==> src/rtl/pic8_pkg.sv <==
`timescale 1ns/1ps
// pic8_pkg: shared command encodings and configuration record of the
// eight-input interrupt controller.
package pic8_pkg;

    // Command kind carried in the top two bits of a command write.
    typedef enum logic [1:0] {
        CMD_CFG   = 2'b00,
        CMD_BASE  = 2'b01,
        CMD_EOI   = 2'b10,
        CMD_RDCTL = 2'b11
    } cmd_kind_e;

    // Operating configuration written by CMD_CFG.
    typedef struct packed {
        logic poll_mode;
        logic auto_eoi;
        logic level_trig;
    } cfg_t;

endpackage

==> src/rtl/pic8_req_latch.sv <==
`timescale 1ns/1ps
// pic8_req_latch: request register.
// In edge mode each bit sets on a rising edge of its line and clears on
// clr_mask. In level mode the register copies the lines every cycle.
// Assumes the lines are already synchronous to clk.
module pic8_req_latch #(
    parameter int N_LINES = 8
) (
    input  logic               clk,
    input  logic               rst_n,
    input  logic               level_mode,
    input  logic [N_LINES-1:0] irq_in,
    input  logic [N_LINES-1:0] clr_mask,
    output logic [N_LINES-1:0] irr
);

    logic [N_LINES-1:0] prev_q;

    // Remember the previous line levels for edge detection.
    always_ff @(posedge clk) begin
        if (!rst_n) prev_q <= '0;
        else        prev_q <= irq_in;
    end

    generate
        for (genvar g = 0; g < N_LINES; g++) begin : g_line
            // Per-line request bit: level copy or edge latch.
            always_ff @(posedge clk) begin
                if (!rst_n)          irr[g] <= 1'b0;
                else if (level_mode) irr[g] <= irq_in[g];
                else                 irr[g] <= (irr[g] & ~clr_mask[g]) | (irq_in[g] & ~prev_q[g]);
            end

            // in edge mode a new request bit needs a rising edge on its line.
            p_edge_latch_r8: assert property (@(posedge clk) disable iff (!rst_n)
                (!level_mode && $past(!level_mode) && $past(rst_n) && irr[g] && !$past(irr[g]))
                    |-> $past(irq_in[g] && !prev_q[g]));
        end
    endgenerate

endmodule

==> src/rtl/pic8_prio.sv <==
`timescale 1ns/1ps
// pic8_prio: fixed-priority resolver. Line 0 ranks highest.
// Finds the best pending request and the best in-service level. The request
// wins only if it outranks every in-service bit. Purely combinational.
module pic8_prio #(
    parameter int N_LINES = 8,
    parameter int LVL_W   = $clog2(N_LINES)
) (
    input  logic [N_LINES-1:0] pend,
    input  logic [N_LINES-1:0] isr,
    output logic               win_valid,
    output logic [LVL_W-1:0]   win_lvl,
    output logic               top_valid,
    output logic [LVL_W-1:0]   top_lvl
);

    logic             raw_valid;
    logic [LVL_W-1:0] raw_lvl;

    // Lowest-numbered pending request.
    always_comb begin
        raw_valid = 1'b0;
        raw_lvl   = '0;
        for (int i = N_LINES - 1; i >= 0; i--) begin
            if (pend[i]) begin
                raw_valid = 1'b1;
                raw_lvl   = LVL_W'(i);
            end
        end
    end

    // Lowest-numbered in-service level.
    always_comb begin
        top_valid = 1'b0;
        top_lvl   = '0;
        for (int i = N_LINES - 1; i >= 0; i--) begin
            if (isr[i]) begin
                top_valid = 1'b1;
                top_lvl   = LVL_W'(i);
            end
        end
    end

    // Nesting rule: the request must outrank all service in progress.
    always_comb begin
        win_valid = raw_valid && (!top_valid || (raw_lvl < top_lvl));
        win_lvl   = raw_lvl;
    end

endmodule

==> src/rtl/pic8_svc.sv <==
`timescale 1ns/1ps
// pic8_svc: in-service register with end-of-interrupt handling.
// A set from an acknowledge takes precedence over a clear of the same bit in
// the same cycle. The non-specific form clears the level given by top_lvl.
module pic8_svc #(
    parameter int N_LINES = 8,
    parameter int LVL_W   = $clog2(N_LINES)
) (
    input  logic               clk,
    input  logic               rst_n,
    input  logic               set_en,
    input  logic [LVL_W-1:0]   set_lvl,
    input  logic               eoi_en,
    input  logic               eoi_specific,
    input  logic [LVL_W-1:0]   eoi_lvl,
    input  logic               top_valid,
    input  logic [LVL_W-1:0]   top_lvl,
    input  logic               auto_en,
    input  logic [LVL_W-1:0]   auto_lvl,
    output logic [N_LINES-1:0] isr
);

    logic [N_LINES-1:0] set_vec;
    logic [N_LINES-1:0] clr_vec;

    // Decode the set and clear sources into one-hot vectors.
    always_comb begin
        set_vec = '0;
        clr_vec = '0;
        if (set_en) set_vec[set_lvl] = 1'b1;
        if (eoi_en) begin
            if (eoi_specific)   clr_vec[eoi_lvl] = 1'b1;
            else if (top_valid) clr_vec[top_lvl] = 1'b1;
        end
        if (auto_en) clr_vec[auto_lvl] = 1'b1;
    end

    // Register update.
    always_ff @(posedge clk) begin
        if (!rst_n) isr <= '0;
        else        isr <= (isr & ~clr_vec) | set_vec;
    end

    // the specific command clears the named level.
    p_eoi_specific_r6: assert property (@(posedge clk) disable iff (!rst_n)
        (eoi_en && eoi_specific && !(set_en && set_lvl == eoi_lvl)) |=> !isr[$past(eoi_lvl)]);

    // the non-specific command clears the top in-service level.
    p_eoi_nonspec_r5: assert property (@(posedge clk) disable iff (!rst_n)
        (eoi_en && !eoi_specific && top_valid && !(set_en && set_lvl == top_lvl)) |=> !isr[$past(top_lvl)]);

endmodule

==> src/rtl/pic8_irq_ctrl.sv <==
`timescale 1ns/1ps
// pic8_irq_ctrl: eight-input interrupt controller, top level.
// Decodes commands, runs the two-strobe acknowledge sequence, and forms
// the interrupt output and read data. Assumes acknowledge strobes are single
// cycles and alternate first/second, and that all inputs are synchronous.
module pic8_irq_ctrl
    import pic8_pkg::*;
#(
    parameter int N_LINES = 8,
    parameter int DATA_W  = 8
) (
    input  logic               clk,
    input  logic               rst_n,
    input  logic [N_LINES-1:0] irq_in,
    input  logic               wr_en,
    input  logic               wr_sel,
    input  logic [DATA_W-1:0]  wr_data,
    input  logic               rd_en,
    input  logic               rd_sel,
    output logic [DATA_W-1:0]  rd_data,
    input  logic               ack,
    output logic               int_out,
    output logic               vec_valid,
    output logic [DATA_W-1:0]  vec_data
);

    localparam int LVL_W  = $clog2(N_LINES);
    localparam int BASE_W = DATA_W - LVL_W;
    localparam int PAD_W  = DATA_W - 1 - LVL_W;

    cfg_t               cfg_q;
    logic [BASE_W-1:0]  base_q;
    logic [N_LINES-1:0] imr_q;
    logic               rd_isr_q;
    logic               poll_armed_q;
    logic               ack_phase_q;
    logic [LVL_W-1:0]   cap_lvl_q;
    logic               cap_hit_q;

    logic [N_LINES-1:0] irr;
    logic [N_LINES-1:0] isr;
    logic [N_LINES-1:0] pend;
    logic [N_LINES-1:0] irr_clr;
    logic               win_valid;
    logic [LVL_W-1:0]   win_lvl;
    logic               top_valid;
    logic [LVL_W-1:0]   top_lvl;

    cmd_kind_e          cmd_kind;
    logic               cmd_wr;
    logic               eoi_wr;
    logic               first_ack;
    logic               second_ack;
    logic               poll_rd;
    logic               take;
    logic               auto_clr;

    // Strobe and command decode.
    always_comb begin
        cmd_kind   = cmd_kind_e'(wr_data[DATA_W-1 -: 2]);
        cmd_wr     = wr_en && !wr_sel;
        eoi_wr     = cmd_wr && (cmd_kind == CMD_EOI);
        first_ack  = ack && !ack_phase_q;
        second_ack = ack && ack_phase_q;
        poll_rd    = rd_en && !rd_sel && poll_armed_q;
        take       = (first_ack || poll_rd) && win_valid;
        auto_clr   = second_ack && cfg_q.auto_eoi && cap_hit_q;
        pend       = irr & ~imr_q;
        irr_clr    = '0;
        if (take) irr_clr[win_lvl] = 1'b1;
    end

    pic8_req_latch #(.N_LINES(N_LINES)) u_req (
        .clk        (clk),
        .rst_n      (rst_n),
        .level_mode (cfg_q.level_trig),
        .irq_in     (irq_in),
        .clr_mask   (irr_clr),
        .irr        (irr)
    );

    pic8_prio #(.N_LINES(N_LINES), .LVL_W(LVL_W)) u_prio (
        .pend      (pend),
        .isr       (isr),
        .win_valid (win_valid),
        .win_lvl   (win_lvl),
        .top_valid (top_valid),
        .top_lvl   (top_lvl)
    );

    pic8_svc #(.N_LINES(N_LINES), .LVL_W(LVL_W)) u_svc (
        .clk          (clk),
        .rst_n        (rst_n),
        .set_en       (take),
        .set_lvl      (win_lvl),
        .eoi_en       (eoi_wr),
        .eoi_specific (wr_data[5]),
        .eoi_lvl      (wr_data[LVL_W-1:0]),
        .top_valid    (top_valid),
        .top_lvl      (top_lvl),
        .auto_en      (auto_clr),
        .auto_lvl     (cap_lvl_q),
        .isr          (isr)
    );

    // Configuration, vector base, mask and read-control registers.
    always_ff @(posedge clk) begin
        if (!rst_n) begin
            cfg_q    <= '0;
            base_q   <= '0;
            imr_q    <= '0;
            rd_isr_q <= 1'b0;
        end else if (wr_en && wr_sel) begin
            imr_q <= wr_data[N_LINES-1:0];
        end else if (cmd_wr) begin
            case (cmd_kind)
                CMD_CFG:   cfg_q    <= cfg_t'(wr_data[2:0]);
                CMD_BASE:  base_q   <= wr_data[BASE_W-1:0];
                CMD_RDCTL: rd_isr_q <= wr_data[0];
                default:   ;
            endcase
        end
    end

    // Poll request: armed by a command, consumed by the next status read.
    always_ff @(posedge clk) begin
        if (!rst_n)                                          poll_armed_q <= 1'b0;
        else if (cmd_wr && cmd_kind == CMD_RDCTL && wr_data[2]) poll_armed_q <= 1'b1;
        else if (poll_rd)                                    poll_armed_q <= 1'b0;
    end

    // Acknowledge sequence: capture on the first strobe, emit on the second.
    always_ff @(posedge clk) begin
        if (!rst_n) begin
            ack_phase_q <= 1'b0;
            cap_lvl_q   <= '0;
            cap_hit_q   <= 1'b0;
            vec_valid   <= 1'b0;
            vec_data    <= '0;
        end else begin
            vec_valid <= second_ack;
            if (first_ack) begin
                ack_phase_q <= 1'b1;
                cap_hit_q   <= win_valid;
                cap_lvl_q   <= win_valid ? win_lvl : LVL_W'(N_LINES - 1);
            end else if (second_ack) begin
                ack_phase_q <= 1'b0;
                vec_data    <= {base_q, cap_lvl_q};
            end
        end
    end

    // Interrupt output and read data.
    always_comb begin
        int_out = win_valid && !cfg_q.poll_mode;
        if (!rd_en)            rd_data = '0;
        else if (rd_sel)       rd_data = DATA_W'(imr_q);
        else if (poll_armed_q) rd_data = {win_valid, {PAD_W{1'b0}}, win_lvl};
        else if (rd_isr_q)     rd_data = DATA_W'(isr);
        else                   rd_data = DATA_W'(irr);
    end

    // poll mode keeps the interrupt output quiet.
    p_poll_quiet_r11: assert property (@(posedge clk) disable iff (!rst_n)
        cfg_q.poll_mode |-> !int_out);

    // the first strobe puts the winner in service.
    p_ack_sets_isr_r4: assert property (@(posedge clk) disable iff (!rst_n)
        (first_ack && win_valid) |=> isr[$past(win_lvl)]);

    // automatic end-of-interrupt clears the captured level.
    p_auto_eoi_r7: assert property (@(posedge clk) disable iff (!rst_n)
        auto_clr |=> !isr[$past(cap_lvl_q)]);

    // the vector strobe lasts one cycle.
    p_vec_pulse_r2: assert property (@(posedge clk) disable iff (!rst_n)
        vec_valid |=> !vec_valid);

    // with every line masked no interrupt is raised.
    p_mask_block_r10: assert property (@(posedge clk) disable iff (!rst_n)
        (&imr_q) |-> !int_out);

    // a strobe with no winner sets no in-service bit.
    p_spurious_r9: assert property (@(posedge clk) disable iff (!rst_n)
        (first_ack && !win_valid && !poll_rd && !eoi_wr) |=> (isr == $past(isr)));

endmodule

==> config.mk <==
export PLATFORM = sky130hd
export DESIGN_NAME = pic8_irq_ctrl
export DESIGN_NICKNAME = d
export VERILOG_FILES = /design/src/rtl/pic8_pkg.sv /design/src/rtl/pic8_req_latch.sv /design/src/rtl/pic8_prio.sv /design/src/rtl/pic8_svc.sv /design/src/rtl/pic8_irq_ctrl.sv
export SDC_FILE = /design/constraint.sdc
export NUM_CORES = 1
export LEC_CHECK = 0
export BUFFER_PORTS_ARGS = -buffer_cell sky130_fd_sc_hd__buf_4
export CORE_ASPECT_RATIO = 0.6
export CORE_UTILIZATION = 52
export DETAILED_ROUTE_END_ITERATION = 12
export PLACE_DENSITY = 0.83
export SLEW_MARGIN = 20
export SYNTH_ARGS = -nofsm -noshare
export SYNTH_HDL_FRONTEND = slang
export SYNTH_SLANG_ARGS = --single-unit
==> constraint.sdc <==
create_clock -name clk -period 1.95 [get_ports clk]
set_input_delay 0 -clock clk [delete_from_list [all_inputs] [get_ports clk]]
set_output_delay 0 -clock clk [all_outputs]
set_load 0.02 [all_outputs]
==> impl_results.md <==
* Mapped cell area at 2940 sq um
* Initial antenna violation count at 0
* DR vias at 3316
* Sequential-to-total area share from yosys stat at 38.2%
* CTS tree: built
* Die ar. at 5960 sq um
* Yosys top cell by area: dfxtp_1
* Grt met1 use at 53.0%
* Yosys cell types at 50
* Crit path cell chain: nor2b_4 -> or4_4 -> buf_6 -> o21ai_2 -> o21ai_1 -> o21a_1 -> nor2_1 -> buf_4
* Share of Yosys cell area claimed by the top area cell type at 38.2%
* Startpoint Class: flop
* Per-cell routed wire length at 20.0 microns
* Failing checks: setup timing
* Die X at 99.0 microns
* M2 GR Usage at 53.9%
* GRT met3 Usage at 8.19%
* Status: finished, violations left
* Ranking of synthesized cells by area: dfxtp_1, nand2_1, a21boi_0
* PD cells at 752 nW/um^2
* Setup-failing EPs final at 24
* FMAX at 462 MHz
* H-tree levels at 2
* Fin. Hold Viols at 0
* Ys Warns at 0
* Worst path depth at 8
* Floorplan row count at 20
* Crit path DAT at 2170 ps
* Gr busiest metal: met2
* DRT Pass-1 Iters at 5
* DRC viols at 0
* Vias in the first global route at 2958
* Post-synth EDFFs at 0
* Largest stage delay, worst path at 570 ps
* Syn Nets at 380
* Max Root-Sink Buffers at 2
* Final period util at 111%
* Drt via density at 6.21
* Top_reg_cell synth: dfxtp_1
* Area Growth Syn to Fin at 48.7%
* Type of the most critical hold path: input pin to flop
* Element type at the critical path end: primary output
* RSZ-0062 raised after global routing: yes
* Static leakage at 1.73 nW
* Share of cells above drive strength 1 at 39.3%
* Final worst slack at -216 ps
* I/O pins at 41
* DR iter-0 viols at 449
* Gr usage total at 36.1%
* Worst VDD drop at 0.000418 V
* Worst EP required at 1950 ps
* FFs w/ async S/R, synth at 0%
* Max cap viols at 0
* Worst-Skew Late Latency at 330 ps
* Worst path slowest cell: or4_4
* Syn_area_per_cell at 8.23 sq um
* Fin Clk Skew at 9.71 ps
* Clock-pin slew on the worst setup and hold paths at 120 ps
* Fin util at 83.1%
* ANT nets after route at 0
* Yosys reg bits at 56
* ANT cells at 0
* Power, Total at 3.28 mW
* Mapped Cells at 357
* Die Y at 60.2 microns
* WS Path Type: flop to primary output
* HPWL Detailed at 7.17 mm
* Normalized max-slew margin at 68.7%
* First-pass GRT wire length at 15.7 mm
* Hold-critical path depth at 3
* Fin crit period at 2170 ps
* Final slew viol count at 0
* R2R depth at 6
* CP Buf/Inv Count at 2
* Clk sinks at 56
* Total core area at 5260 sq um
* CP max FO at 4
* Aggregate global routing overflow at 0
* # nets final at 490
* Starting Density at 55.9%
* Worst-margin pin slew at 469 ps
* Clock root cell: clkbuf_8
* CP delay by family, top: simple AND/OR/NAND/NOR gates
* Pin count of the biggest net entering global routing at 56
* Total CTS buffers at 5
* IO buf count at 40
* Final GP Congestion at 0.971
* Setup TNS at -2340 ps
* Worst hold slack at 1.31 ps
* Routed WL at 10.7 mm
-- path summary, 6_finish.rpt --
path | start | endpoint | slack [ps]
hold / removal | wr_sel | imr_q[4] | 1
hold reg to reg | vec_data[2] | vec_data[2] | 470
setup / recovery | u_req.irr[1] | rd_data[2] | -220
setup reg to reg | u_svc.isr[3] | u_req.irr[1] | -190
-- synth_stat cells, types with 3 or more instances --
cell type and count:
a21boi_0 19, a21oi_1 11, a221o_1 4, a22oi_1 6, a31oi_1 3, a32o_1 8
and2_1 13, clkbuf_1 17, dfxtp_1 56, inv_1 6, mux2_2 6, mux2i_1 9
nand2_1 54, nand2b_1 9, nand3_1 19, nand3b_1 3, nand4_1 4, nor2_1 22
nor2b_1 21, nor3_1 6, o2111ai_1 4, o21ai_0 14, o31ai_1 6
-- registers in the layout, summed over array words and instances (netlist names) --
| signal | flops |
|---|---|
| ack_phase_q | 1 |
| base_q | 5 |
| cap_hit_q | 1 |
| cap_lvl_q | 3 |
| cfg_q | 3 |
| imr_q | 8 |
| poll_armed_q | 1 |
| rd_isr_q | 1 |
| u_req.irr | 8 |
| u_req.prev_q | 8 |
| u_svc.isr | 8 |
| vec_data | 8 |
| vec_valid | 1 |
-- logic make-up after synthesis --
| kind of cell | count (synthesis) | synth area share, % |
|---|---|---|
| flip-flops | 56 | 38.2 |
| buffers and inverters | 29 | 4.30 |
| multiplexers | 15 | 5.37 |
| AND/OR/NAND/NOR | 161 | 27.7 |
| AO/OA/AOI/OAI | 96 | 24.4 |
-- tightest hold or removal path, stage by stage --
cell and delay (ps):
buf_4 150, nand3_1 90, a21boi_0 70
-- per-stage QoR --
stage	cell area (sq um)	std cells	setup slack, ps
after floorplan	2960	357	-11.4
after global placement	3610	491	-107
after detailed placement	3610	491	-108
after CTS	4220	529	-143
after global routing	4370	534	-242
final	4370	534	-216
-- area by class of cell --
cell class | count | area, sq um
fillers | 305 | 890
well taps | 66 | 82.6
clock inverters | 3 | 27.5
repair buffers | 125 | 1040
flip-flops and latches | 56 | 1150
multi-input cells | 272 | 1970
clock buffers | 5 | 68.8
inverters | 7 | 26.3
-- cells in the final DEF (no fill, tap or decap), types with 7 or more instances in the layout --
master          n
buf_4          92
a21boi_0       18
and2_1         12
dlygate4sd3_1  16
a32o_1          8
mux2i_1         9
nand2_1        53
nor2b_1        14
nor2_1         20
nor2b_4         7
dfxtp_1        39
buf_6          17
o21ai_0         8
nand3_1        18
dfxtp_2        15
-- power by group --
group	internal [mW]	switching [mW]
clock network	0.266	0.453
registers	1.22	0.0725
logic	0.637	0.641
-- metal layers --
layer | up-vias | wire (microns)
met5 | - | 0
met3 | 27 | 1180
li1 | 1515 | -
met2 | 203 | 4450
met4 | 0 | 154
met1 | 1571 | 4890
-- timing repair --
action / 4_1_cts / 5_1_grt
setup buffers: 14 / 5
cloned: 0 / 0
endpoints found under the hold margin: 20 / 0
pin swaps: 25 / 13
hold buffers: 16 / 0
endpoints found under the setup margin: 22 / 25
gates resized for setup: 70 / 26
Power figures use the tool's default switching activity.
